`src/rtl/operand_shifter_pkg.sv`:
```
package operand_shifter_pkg;

    typedef enum logic [1:0] {
        KIND_LSL = 2'd0,
        KIND_LSR = 2'd1,
        KIND_ASR = 2'd2,
        KIND_ROR = 2'd3
    } shift_kind_e;

    typedef enum logic [2:0] {
        OP_PASS,
        OP_LSL,
        OP_LSR,
        OP_ASR,
        OP_ROR,
        OP_RRX
    } shift_op_e;

    typedef enum logic [1:0] {
        CLS_MID,
        CLS_FULL,
        CLS_OVER
    } amt_class_e;

    function automatic shift_op_e kind_to_op(input shift_kind_e k);
        shift_op_e o;
        unique case (k)
            KIND_LSL: o = OP_LSL;
            KIND_LSR: o = OP_LSR;
            KIND_ASR: o = OP_ASR;
            KIND_ROR: o = OP_ROR;
            default:  o = OP_PASS;
        endcase
        return o;
    endfunction

endpackage

```
`src/rtl/shift_amount_decode.sv`:
```
module shift_amount_decode
    import operand_shifter_pkg::*;
#(
    parameter int DATA_W    = 32,
    parameter int REG_AMT_W = 8,
    localparam int SH_W     = $clog2(DATA_W)
) (
    input  shift_kind_e           kind,
    input  logic                  amt_sel,
    input  logic [SH_W-1:0]       imm_amt,
    input  logic [REG_AMT_W-1:0]  reg_amt,
    output shift_op_e             op,
    output amt_class_e            cls,
    output logic [SH_W-1:0]       amt
);

    localparam logic [REG_AMT_W-1:0] FULL_AMT = REG_AMT_W'(DATA_W);

    always_comb begin
        op  = OP_PASS;
        cls = CLS_MID;
        amt = '0;
        if (!amt_sel) begin
            amt = imm_amt;
            if (imm_amt == '0) begin
                unique case (kind)
                    KIND_LSL: op = OP_PASS;
                    KIND_LSR: begin op = OP_LSR; cls = CLS_FULL; end
                    KIND_ASR: begin op = OP_ASR; cls = CLS_FULL; end
                    KIND_ROR: op = OP_RRX;
                    default:  op = OP_PASS;
                endcase
            end else begin
                op = kind_to_op(kind);
            end
        end else begin
            amt = reg_amt[SH_W-1:0];
            if (reg_amt == '0) begin
                op = OP_PASS;
            end else if (kind == KIND_ROR) begin
                op  = OP_ROR;
                cls = (reg_amt[SH_W-1:0] == '0) ? CLS_FULL : CLS_MID;
            end else begin
                op = kind_to_op(kind);
                if (reg_amt < FULL_AMT)
                    cls = CLS_MID;
                else if (reg_amt == FULL_AMT)
                    cls = CLS_FULL;
                else
                    cls = CLS_OVER;
            end
        end


        if (!amt_sel && imm_amt == '0 && kind == KIND_ROR)
            imm_ror_zero_chk: assert (op == OP_RRX)
                else $error("imm rotate by zero not mapped to rrx");

        if (!amt_sel && imm_amt == '0 && (kind == KIND_LSR || kind == KIND_ASR))
            imm_right_zero_chk: assert (cls == CLS_FULL && op != OP_PASS)
                else $error("imm right shift by zero not full width");

        if (amt_sel && reg_amt == '0)
            reg_zero_pass_chk: assert (op == OP_PASS)
                else $error("register zero count not pass");

        if (op == OP_ROR)
            ror_never_over_chk: assert (cls != CLS_OVER)
                else $error("rotate classed above width");
    end

endmodule

```
`src/rtl/shift_core.sv`:
```
module shift_core
    import operand_shifter_pkg::*;
#(
    parameter int DATA_W = 32,
    localparam int SH_W  = $clog2(DATA_W)
) (
    input  logic [DATA_W-1:0] val,
    input  logic              carry_in,
    input  shift_op_e         op,
    input  amt_class_e        cls,
    input  logic [SH_W-1:0]   amt,
    output logic [DATA_W-1:0] result,
    output logic              carry_out
);

    logic [DATA_W:0]        lsl_ext;
    logic [DATA_W:0]        lsr_ext;
    logic signed [DATA_W:0] asr_ext;
    logic [SH_W-1:0]        amt_neg;
    logic [DATA_W-1:0]      ror_val;
    logic [DATA_W-1:0]      sign_fill;

    assign amt_neg   = ~amt + 1'b1;
    assign lsl_ext   = {1'b0, val} << amt;
    assign lsr_ext   = {val, 1'b0} >> amt;
    assign asr_ext   = $signed({val, 1'b0}) >>> amt;
    assign ror_val   = (val >> amt) | (val << amt_neg);
    assign sign_fill = {DATA_W{val[DATA_W-1]}};

    always_comb begin
        result    = val;
        carry_out = carry_in;
        unique case (op)
            OP_PASS: begin
                result    = val;
                carry_out = carry_in;
            end
            OP_RRX: begin
                result    = {carry_in, val[DATA_W-1:1]};
                carry_out = val[0];
            end
            OP_LSL: begin
                unique case (cls)
                    CLS_MID:  begin result = lsl_ext[DATA_W-1:0]; carry_out = lsl_ext[DATA_W]; end
                    CLS_FULL: begin result = '0; carry_out = val[0]; end
                    default:  begin result = '0; carry_out = 1'b0; end
                endcase
            end
            OP_LSR: begin
                unique case (cls)
                    CLS_MID:  begin result = lsr_ext[DATA_W:1]; carry_out = lsr_ext[0]; end
                    CLS_FULL: begin result = '0; carry_out = val[DATA_W-1]; end
                    default:  begin result = '0; carry_out = 1'b0; end
                endcase
            end
            OP_ASR: begin
                if (cls == CLS_MID) begin
                    result    = asr_ext[DATA_W:1];
                    carry_out = asr_ext[0];
                end else begin
                    result    = sign_fill;
                    carry_out = val[DATA_W-1];
                end
            end
            OP_ROR: begin
                if (cls == CLS_MID) begin
                    result    = ror_val;
                    carry_out = ror_val[DATA_W-1];
                end else begin
                    result    = val;
                    carry_out = val[DATA_W-1];
                end
            end
            default: begin
                result    = val;
                carry_out = carry_in;
            end
        endcase


        if (op == OP_LSL && cls == CLS_MID)
            lsl_low_zero_chk: assert (result[0] == 1'b0)
                else $error("left shift did not zero-fill");

        if (op == OP_LSR && cls == CLS_MID)
            lsr_top_zero_chk: assert (result[DATA_W-1] == 1'b0)
                else $error("logical right shift did not zero-fill");

        if (op == OP_ASR)
            asr_sign_keep_chk: assert (result[DATA_W-1] == val[DATA_W-1])
                else $error("arithmetic shift lost sign");

        if (op == OP_ROR)
            ror_popcount_chk: assert ($countones(result) == $countones(val))
                else $error("rotate changed bit count");

        if ((op == OP_LSL || op == OP_LSR) && cls == CLS_OVER)
            over_zero_chk: assert (result == '0 && !carry_out)
                else $error("over-width shift not zero");

        if (op == OP_ASR && cls != CLS_MID)
            asr_fill_chk: assert (($countones(result) == 0 || $countones(result) == DATA_W)
                                  && carry_out == val[DATA_W-1])
                else $error("arithmetic full shift not sign filled");
    end

endmodule

```
`src/rtl/rot_const_gen.sv`:
```
module rot_const_gen #(
    parameter int DATA_W = 32,
    parameter int IMM_W  = 8,
    parameter int ROT_W  = 4,
    localparam int SH_W  = $clog2(DATA_W)
) (
    input  logic [IMM_W-1:0]  imm8,
    input  logic [ROT_W-1:0]  rot,
    input  logic              carry_in,
    output logic [DATA_W-1:0] result,
    output logic              carry_out
);

    logic [DATA_W-1:0] base;
    logic [SH_W-1:0]   ramt;
    logic [SH_W-1:0]   ramt_neg;

    assign base     = DATA_W'(imm8);
    assign ramt     = SH_W'({rot, 1'b0});
    assign ramt_neg = ~ramt + 1'b1;

    always_comb begin
        result    = (base >> ramt) | (base << ramt_neg);
        carry_out = (rot == '0) ? carry_in : result[DATA_W-1];


        rot_popcount_chk: assert ($countones(result) == $countones(imm8))
            else $error("constant rotate changed bit count");
    end

endmodule

```
`src/rtl/operand_shifter.sv`:
```
module operand_shifter
    import operand_shifter_pkg::*;
#(
    parameter int DATA_W    = 32,
    parameter int REG_AMT_W = 8,
    parameter int IMM_W     = 8,
    parameter int ROT_W     = 4,
    localparam int SH_W     = $clog2(DATA_W)
) (
    input  logic [DATA_W-1:0]    data_i,
    input  logic                 carry_i,
    input  logic [1:0]           kind_i,
    input  logic                 amt_sel_i,
    input  logic [SH_W-1:0]      imm_amt_i,
    input  logic [REG_AMT_W-1:0] reg_amt_i,
    input  logic                 rotimm_en_i,
    input  logic [IMM_W-1:0]     imm8_i,
    input  logic [ROT_W-1:0]     rot_i,
    output logic [DATA_W-1:0]    result_o,
    output logic                 carry_o
);

    shift_op_e         dec_op;
    amt_class_e        dec_cls;
    logic [SH_W-1:0]   dec_amt;
    logic [DATA_W-1:0] sh_result;
    logic              sh_carry;
    logic [DATA_W-1:0] rc_result;
    logic              rc_carry;

    shift_amount_decode #(
        .DATA_W    (DATA_W),
        .REG_AMT_W (REG_AMT_W)
    ) u_decode (
        .kind    (shift_kind_e'(kind_i)),
        .amt_sel (amt_sel_i),
        .imm_amt (imm_amt_i),
        .reg_amt (reg_amt_i),
        .op      (dec_op),
        .cls     (dec_cls),
        .amt     (dec_amt)
    );

    shift_core #(
        .DATA_W (DATA_W)
    ) u_core (
        .val       (data_i),
        .carry_in  (carry_i),
        .op        (dec_op),
        .cls       (dec_cls),
        .amt       (dec_amt),
        .result    (sh_result),
        .carry_out (sh_carry)
    );

    rot_const_gen #(
        .DATA_W (DATA_W),
        .IMM_W  (IMM_W),
        .ROT_W  (ROT_W)
    ) u_rotc (
        .imm8      (imm8_i),
        .rot       (rot_i),
        .carry_in  (carry_i),
        .result    (rc_result),
        .carry_out (rc_carry)
    );

    always_comb begin
        if (rotimm_en_i) begin
            result_o = rc_result;
            carry_o  = rc_carry;
        end else begin
            result_o = sh_result;
            carry_o  = sh_carry;
        end
    end

endmodule

```
`config.mk`:
```
export PLATFORM = sky130hd
export DESIGN_NAME = operand_shifter
export DESIGN_NICKNAME = d
export VERILOG_FILES = /design/src/rtl/operand_shifter_pkg.sv /design/src/rtl/shift_amount_decode.sv /design/src/rtl/shift_core.sv /design/src/rtl/rot_const_gen.sv /design/src/rtl/operand_shifter.sv
export SDC_FILE = /design/constraint.sdc
export NUM_CORES = 1
export LEC_CHECK = 0
export BUFFER_PORTS_ARGS = -buffer_cell sky130_fd_sc_hd__buf_4
export CORE_ASPECT_RATIO = 1.75
export CORE_MARGIN = 2
export CORE_UTILIZATION = 45
export DETAILED_ROUTE_END_ITERATION = 16
export PLACE_DENSITY = 0.65
export SLEW_MARGIN = 30
export SYNTH_ARGS = -nofsm -noshare
export SYNTH_HDL_FRONTEND = slang
export SYNTH_HIERARCHICAL = 1
export SYNTH_SLANG_ARGS = --single-unit
```
`constraint.sdc`:
```
create_clock -name vclk -period 5.1
set_clock_uncertainty 0.05 [all_clocks]
set_input_delay 0.255 -clock vclk [all_inputs]
set_output_delay 0.255 -clock vclk [all_outputs]
set_load 0.02 [all_outputs]
```
## Yosys cells after proc, flatten, opt, wreduce, memory -nomap -nowiden

Index checks and enable logic that the tools add are counted.

| word-level totals | value |
|---|---|
| register bits after elaboration | 0 |
| bits of input ports | 62 |
| output and inout bits | 33 |
| logic and storage cells | 60 |

| operators by class | value |
|---|---|
| $add $sub $neg | 2 |
| magnitude comparators | 1 |
| equal/unequal tests | 10 |
| shifts and indexed selects | 7 |
| multiplexer cells | 29 |
| bitwise logic cells | 4 |
| reductions and logical operators | 7 |

Operator list:

| kind | number |
|---|---|
| $mux W32 | 5 |
| $pmux W32 S5 | 1 |
| $or A32 B32 Y32 | 2 |
| $shl A32 B5 Y33 | 1 |
| $shr A33 B5 Y33 | 1 |
| $sshr A33 B5 Y33 | 1 |
| $shl A32 B5 Y32 | 1 |
| $shl A8 B5 Y32 | 1 |
| $shr A32 B5 Y32 | 1 |
| $shr A8 B5 Y32 | 1 |
| $pmux W3 S4 | 2 |
| $mux W2 | 6 |
| $mux W3 | 4 |
| $add A5 B1 Y5 const B | 2 |
| $logic_not A5 Y1 | 2 |
| $not A5 Y5 | 2 |
| $pmux W3 S3 | 1 |
| $eq A8 B6 Y1 const B | 1 |
| $logic_not A8 Y1 | 1 |
| $lt A8 B6 Y1 const B | 1 |
| $eq A3 B2 Y1 const B | 2 |
| $eq A3 B3 Y1 const B | 2 |
| $mux W1 | 6 |
| $mux W5 | 1 |
| other kinds (8) | 12 |

## Depth between registers and ports, before layout

| logic depth | value |
|---|---|
| word-level depth | 10 |
| mapped depth | 16 |
| depth with buffers taken out | 11 |

## Modules after synthesis

The synthesis kept the hierarchy.

Modules (own cells, without submodules):

| module | times used | cells an instance | area each (um^2) | sequential area each (um^2) |
|---|---|---|---|---|
| shift_core | 1 | 936 | 7329.5 | 0.0 |
| rot_const_gen | 1 | 130 | 849.6 | 0.0 |
| operand_shifter | 1 | 37 | 555.5 | 0.0 |
| shift_amount_decode | 1 | 26 | 214.0 | 0.0 |

## Worst setup path before layout

OpenSTA, ideal clock, no wires.

| path | value |
|---|---|
| path kind | input -> output |
| start | in amt_sel_i |
| end | out result_o[20] |
| arrival | 4.070 ns |
| data required time | 4.795 ns |
| slack | 0.725 ns |
| stages | 14 |
| path buffers | 4 |
| cell sequence | clkbuf_1 -> mux2_2 -> buf_6 -> inv_2 -> buf_2 -> buf_1 -> ha_1 -> nor3b_1 -> xnor2_1 -> nor3_1 -> o2bb2ai_1 -> or4b_1 -> o31a_1 -> mux2_4 |

| between the ends | value |
|---|---|
| cells in the longest elaborated chain, start to end | 8 |
| elaborated cells on any way between the ends | 23 |
| classes of those cells | add/sub (1); eq/ne (5); shift (5); mux (9); bitwise (2); reduce/logical (1) |

RTL lines:

| item | RTL line | source |
|---|---|---|
| from (decl) | operand_shifter.sv:13 | `input logic amt_sel_i,` |
| $mux W5 * | shift_amount_decode.sv:23 | `if (!amt_sel) begin` |
| net dec_amt[0] | operand_shifter.sv:25 | `logic [SH_W-1:0] dec_amt;` |
| $not A5 Y5 | shift_core.sv:23 | `assign amt_neg = ~amt + 1'b1;` |
| $add A5 B1 Y5 | shift_core.sv:23 |  |
| $shl A32 B5 Y32 | shift_core.sv:27 | `assign ror_val = (val >> amt) \| (val << amt_neg);` |
| $or A32 B32 Y32 | shift_core.sv:27 |  |
| $mux W32 | shift_core.sv:66 | `if (cls == CLS_MID) begin` |
| $pmux W32 S5 * | shift_core.sv:33 | `unique case (op)` |
| net sh_result[20] | operand_shifter.sv:26 | `logic [DATA_W-1:0] sh_result;` |
| $mux W32 * | operand_shifter.sv:69 | `if (rotimm_en_i) begin` |
| to (decl) | operand_shifter.sv:19 | `output logic [DATA_W-1:0] result_o,` |

The timed path passes the listed nets; every way through them passes the cells marked *.

## Worst setup path in the final report

| path | value |
|---|---|
| start | in reg_amt_i[0] |
| end | out result_o[6] |

| between the ends | value |
|---|---|
| elaborated cells on any way between the ends | 33 |
| classes of those cells | add/sub (1); order compare (1); eq/ne (6); shift (5); mux (15); bitwise (2); reduce/logical (3) |

RTL lines:

| item | RTL line | source |
|---|---|---|
| from (decl) | operand_shifter.sv:15 | `input logic [REG_AMT_W-1:0] reg_amt_i,` |
| $logic_not A8 Y1 * | shift_amount_decode.sv:38 | `if (reg_amt == '0) begin` |
| $mux W3 * | shift_amount_decode.sv:38 |  |
| $mux W3 * | shift_amount_decode.sv:23 |  |
| net dec_op[0] | operand_shifter.sv:23 | `shift_op_e dec_op;` |
| $eq A3 B3 Y1, or another cell as far along | - |  |
| $pmux W32 S5 * | shift_core.sv:33 |  |
| net sh_result[6] | operand_shifter.sv:26 |  |
| $mux W32 * | operand_shifter.sv:69 |  |

Marked as above.

==> impl_metrics.csv <==
group,metric,value,unit
timing,max_freq,208,MHz
placement,io_buffers,95,
power_and_ir_drop,switching_power,1.11,mW
placement,pre_cts_slack,0.583,ns
outcome,status,"complete, no violations",
worst_setup_path,cp-end-kind,"output port",
power_and_ir_drop,power_frac_comb,100.0,%
final_layout,diodes,0,
worst_setup_path,worstSetupPathType,"in -> out",
worst_setup_path,cp_num_buf_inv,3,
routing,drt-vias-per-instance,7.77,
final_layout,fillers,2040,
synthesis,syn_nets,1195,
power_and_ir_drop,swShare,61.7,%
timing,tightest_slew,0.917,ns
timing,fin_crit,4.80,ns
placement,gp_congestion,1.23,
final_layout,final_cell_mix,"buf_4 (163), nor2_1 (116), mux2i_1 (103), nand2_1 (103), mux4_2 (59)",
power_and_ir_drop,leakagePower,3.91,nW
power_and_ir_drop,ir_worst_vdd,0.111,mV
worst_setup_path,crit_family,"compound AO/OA/AOI/OAI gates",
floorplanning,start_util,45.5,%
final_layout,drive_gt1_share,28.5,%
routing,routed_wl,52.2,mm
min_path,hold_depth,4,
worst_setup_path,endpoint,"result_o[6]",
worst_setup_path,path_depth,13,
worst_setup_path,critPathLaunch,"reg_amt_i[0]",
final_layout,seq_cell_count,0,
flow_run,maxCapViolCount,0,
final_layout,clock_buffers,0,
final_layout,area_delta_synth_final,9.03,%
floorplanning,die_area,21100,um2
floorplanning,rows,68,
synthesis,yosysSeqAreaShare,0,%
floorplanning,core,19700,um2
cts,post_cts_buffers,0,
timing,maxSlewViolCount,0,
timing,rsz0062_at_grt,"no",
min_path,hold_class,"in -> out",
worst_setup_path,crit_fanout,12,
synthesis,syn_area,8950,um2
grt,antenna_found_initial,1,
grt,grt_pass1_vias,10400,
routing,antenna_left,0,
power_and_ir_drop,clkPwrFrac,0,%
worst_setup_path,start_kind,"input port",
timing,slew_headroom,38.4,%
cts,cts_resized,0,
grt,grt_usage,47.5,%
worst_setup_path,cp_common_cell,"buf_4",
worst_setup_path,max_stage_delay,0.70,ns
routing,firstDrtPassIters,7,
power_and_ir_drop,power_frac_seq,0,%
timing,fin_ws,0.302,ns
worst_setup_path,cpMaxStageDelayCell,"o22ai_1",
worst_setup_path,required,4.80,ns
grt,grt_max_degree,98,
grt,grt_pass1_wl,73.8,mm
routing,drt_iter0_drc,1474,
cts,cts-hold-fix-buffers,0,
placement,hpwl,39.8,mm
final_layout,seq_area,0,um2
routing,wl_per_cell,37.4,um
floorplanning,pin_count,95,
final_layout,final_nets,1220,
grt,grt_overflow,0,
synthesis,syn_avg_cell_area,7.93,um2
routing,drc,0,
final_layout,multiInputGateArea,8100,um2
synthesis,yosys_warnings,6,
power_and_ir_drop,powerDensity,184,nW/um2
timing,fin_setup_tns,0,ns
worst_setup_path,critPathArrivalTime,4.49,ns
final_layout,final_core_utilization,49.6,%
floorplanning,die_h,191,um
worst_setup_path,cp_cell_sequence,"buf_4 > or4_4 > nor4b_2 > o311ai_2 > buf_4 > o211a_1 > o21ai_0 > nand2_1 > a221o_1 > o22ai_1 > a31oi_1 > mux2_4 > buf_4",
power_and_ir_drop,p_int,689,uW
routing,num_vias,10900,
timing,period_share,94.1,%
timing,hold_viol,0,
floorplanning,die_x,111,um
synthesis,synth_cells,1129,
final_layout,final_common_cell,"buf_4",
timing,finalSetupViolations,0,
synthesis,synth_cell_types,95,
## cell type report
type	count	share of cell area [%]
inverter	22	0.846
multi-input combinational	965	83.1
tap	245	3.14
timing repair buffer	165	13.0
## metal layers
| layer | track usage [%] | share of wire (%) | up-vias |
|---|---|---|---|
| li1 | - | - | 4485 |
| met1 | 51.1 | 32 | 5215 |
| met2 | 77.3 | 46 | 866 |
| met3 | 10.9 | 9.9 | 286 |
| met4 | 43.3 | 12 | 2 |
| met5 | 0 | 0.019 | - |
## cells in the mapped netlist, drive strengths merged (5+ instances only)
master,number,share of area [%]
or3,6,0.42
nand2b,10,0.70
o31a,6,0.59
inv,20,0.84
a211oi,22,1.9
nor3b,5,0.48
nor2,116,4.9
xnor2,9,1.1
a221oi,19,1.9
or4,5,0.50
nor3,30,1.9
mux2i,103,12
o31ai,6,0.50
buf,68,5.9
and3,7,0.49
mux4,76,20
o211ai,17,1.4
a21o,6,0.50
a221o,5,0.56
nor2b,7,0.49
a22o,12,1.2
clkbuf,74,3.1
a2111oi,7,0.75
nor4,8,0.56
o22ai,22,1.6
o32ai,6,0.59
nand4,6,0.42
o21ai,53,3.0
a22oi,11,0.92
or2,6,0.42
mux2,79,11
nand2,103,4.3
nand3,40,2.2
and2,11,0.80
a31oi,20,1.6
o221ai,5,0.49
a21oi,51,2.9
a211o,5,0.49
## worst min-delay path by stage
stage	end	slack, ns	from
finish	carry_o	0.98	carry_i
global route	result_o[7]	1.01	imm8_i[7]
CTS	result_o[7]	0.99	imm8_i[7]
detailed placement	carry_o	0.98	carry_i
global placement	carry_o	0.97	carry_i
floorplan	result_o[6]	0.72	imm8_i[6]
## power by group through the flow
stage | Sequential, mW | Combinational, mW | Clock, mW
after floorplan | 0 | 1.12 | 0
after global placement | 0 | 1.71 | 0
after detailed placement | 0 | 1.71 | 0
after CTS | 0 | 1.71 | 0
after global routing | 0 | 1.85 | 0
final | 0 | 1.80 | 0
## per-stage QoR
stage	cell area (um2)	cells	hold WS, ns	total power [mW]
after floorplan	8950	1129	0.724	1.12
after global placement	9750	1397	0.971	1.71
after detailed placement	9750	1397	0.981	1.71
after CTS	9750	1397	0.991	1.71
after global routing	9760	1397	1.01	1.85
final	9760	1397	0.983	1.80
## cells by family (layout without fill, tap and decap cells)
logic type	count (synthesis)	after routing	synth area share, %
multiplexers	258	258	42.6
XOR/XNOR	12	12	1.59
AND/OR/NAND/NOR	376	376	20.3
buffers and inverters	164	187	9.91
AO/OA/AOI/OAI	315	315	25.1
adder cells (fa/ha/maj)	4	4	0.559
No activity file was read; power rests on OpenSTA's default activity.
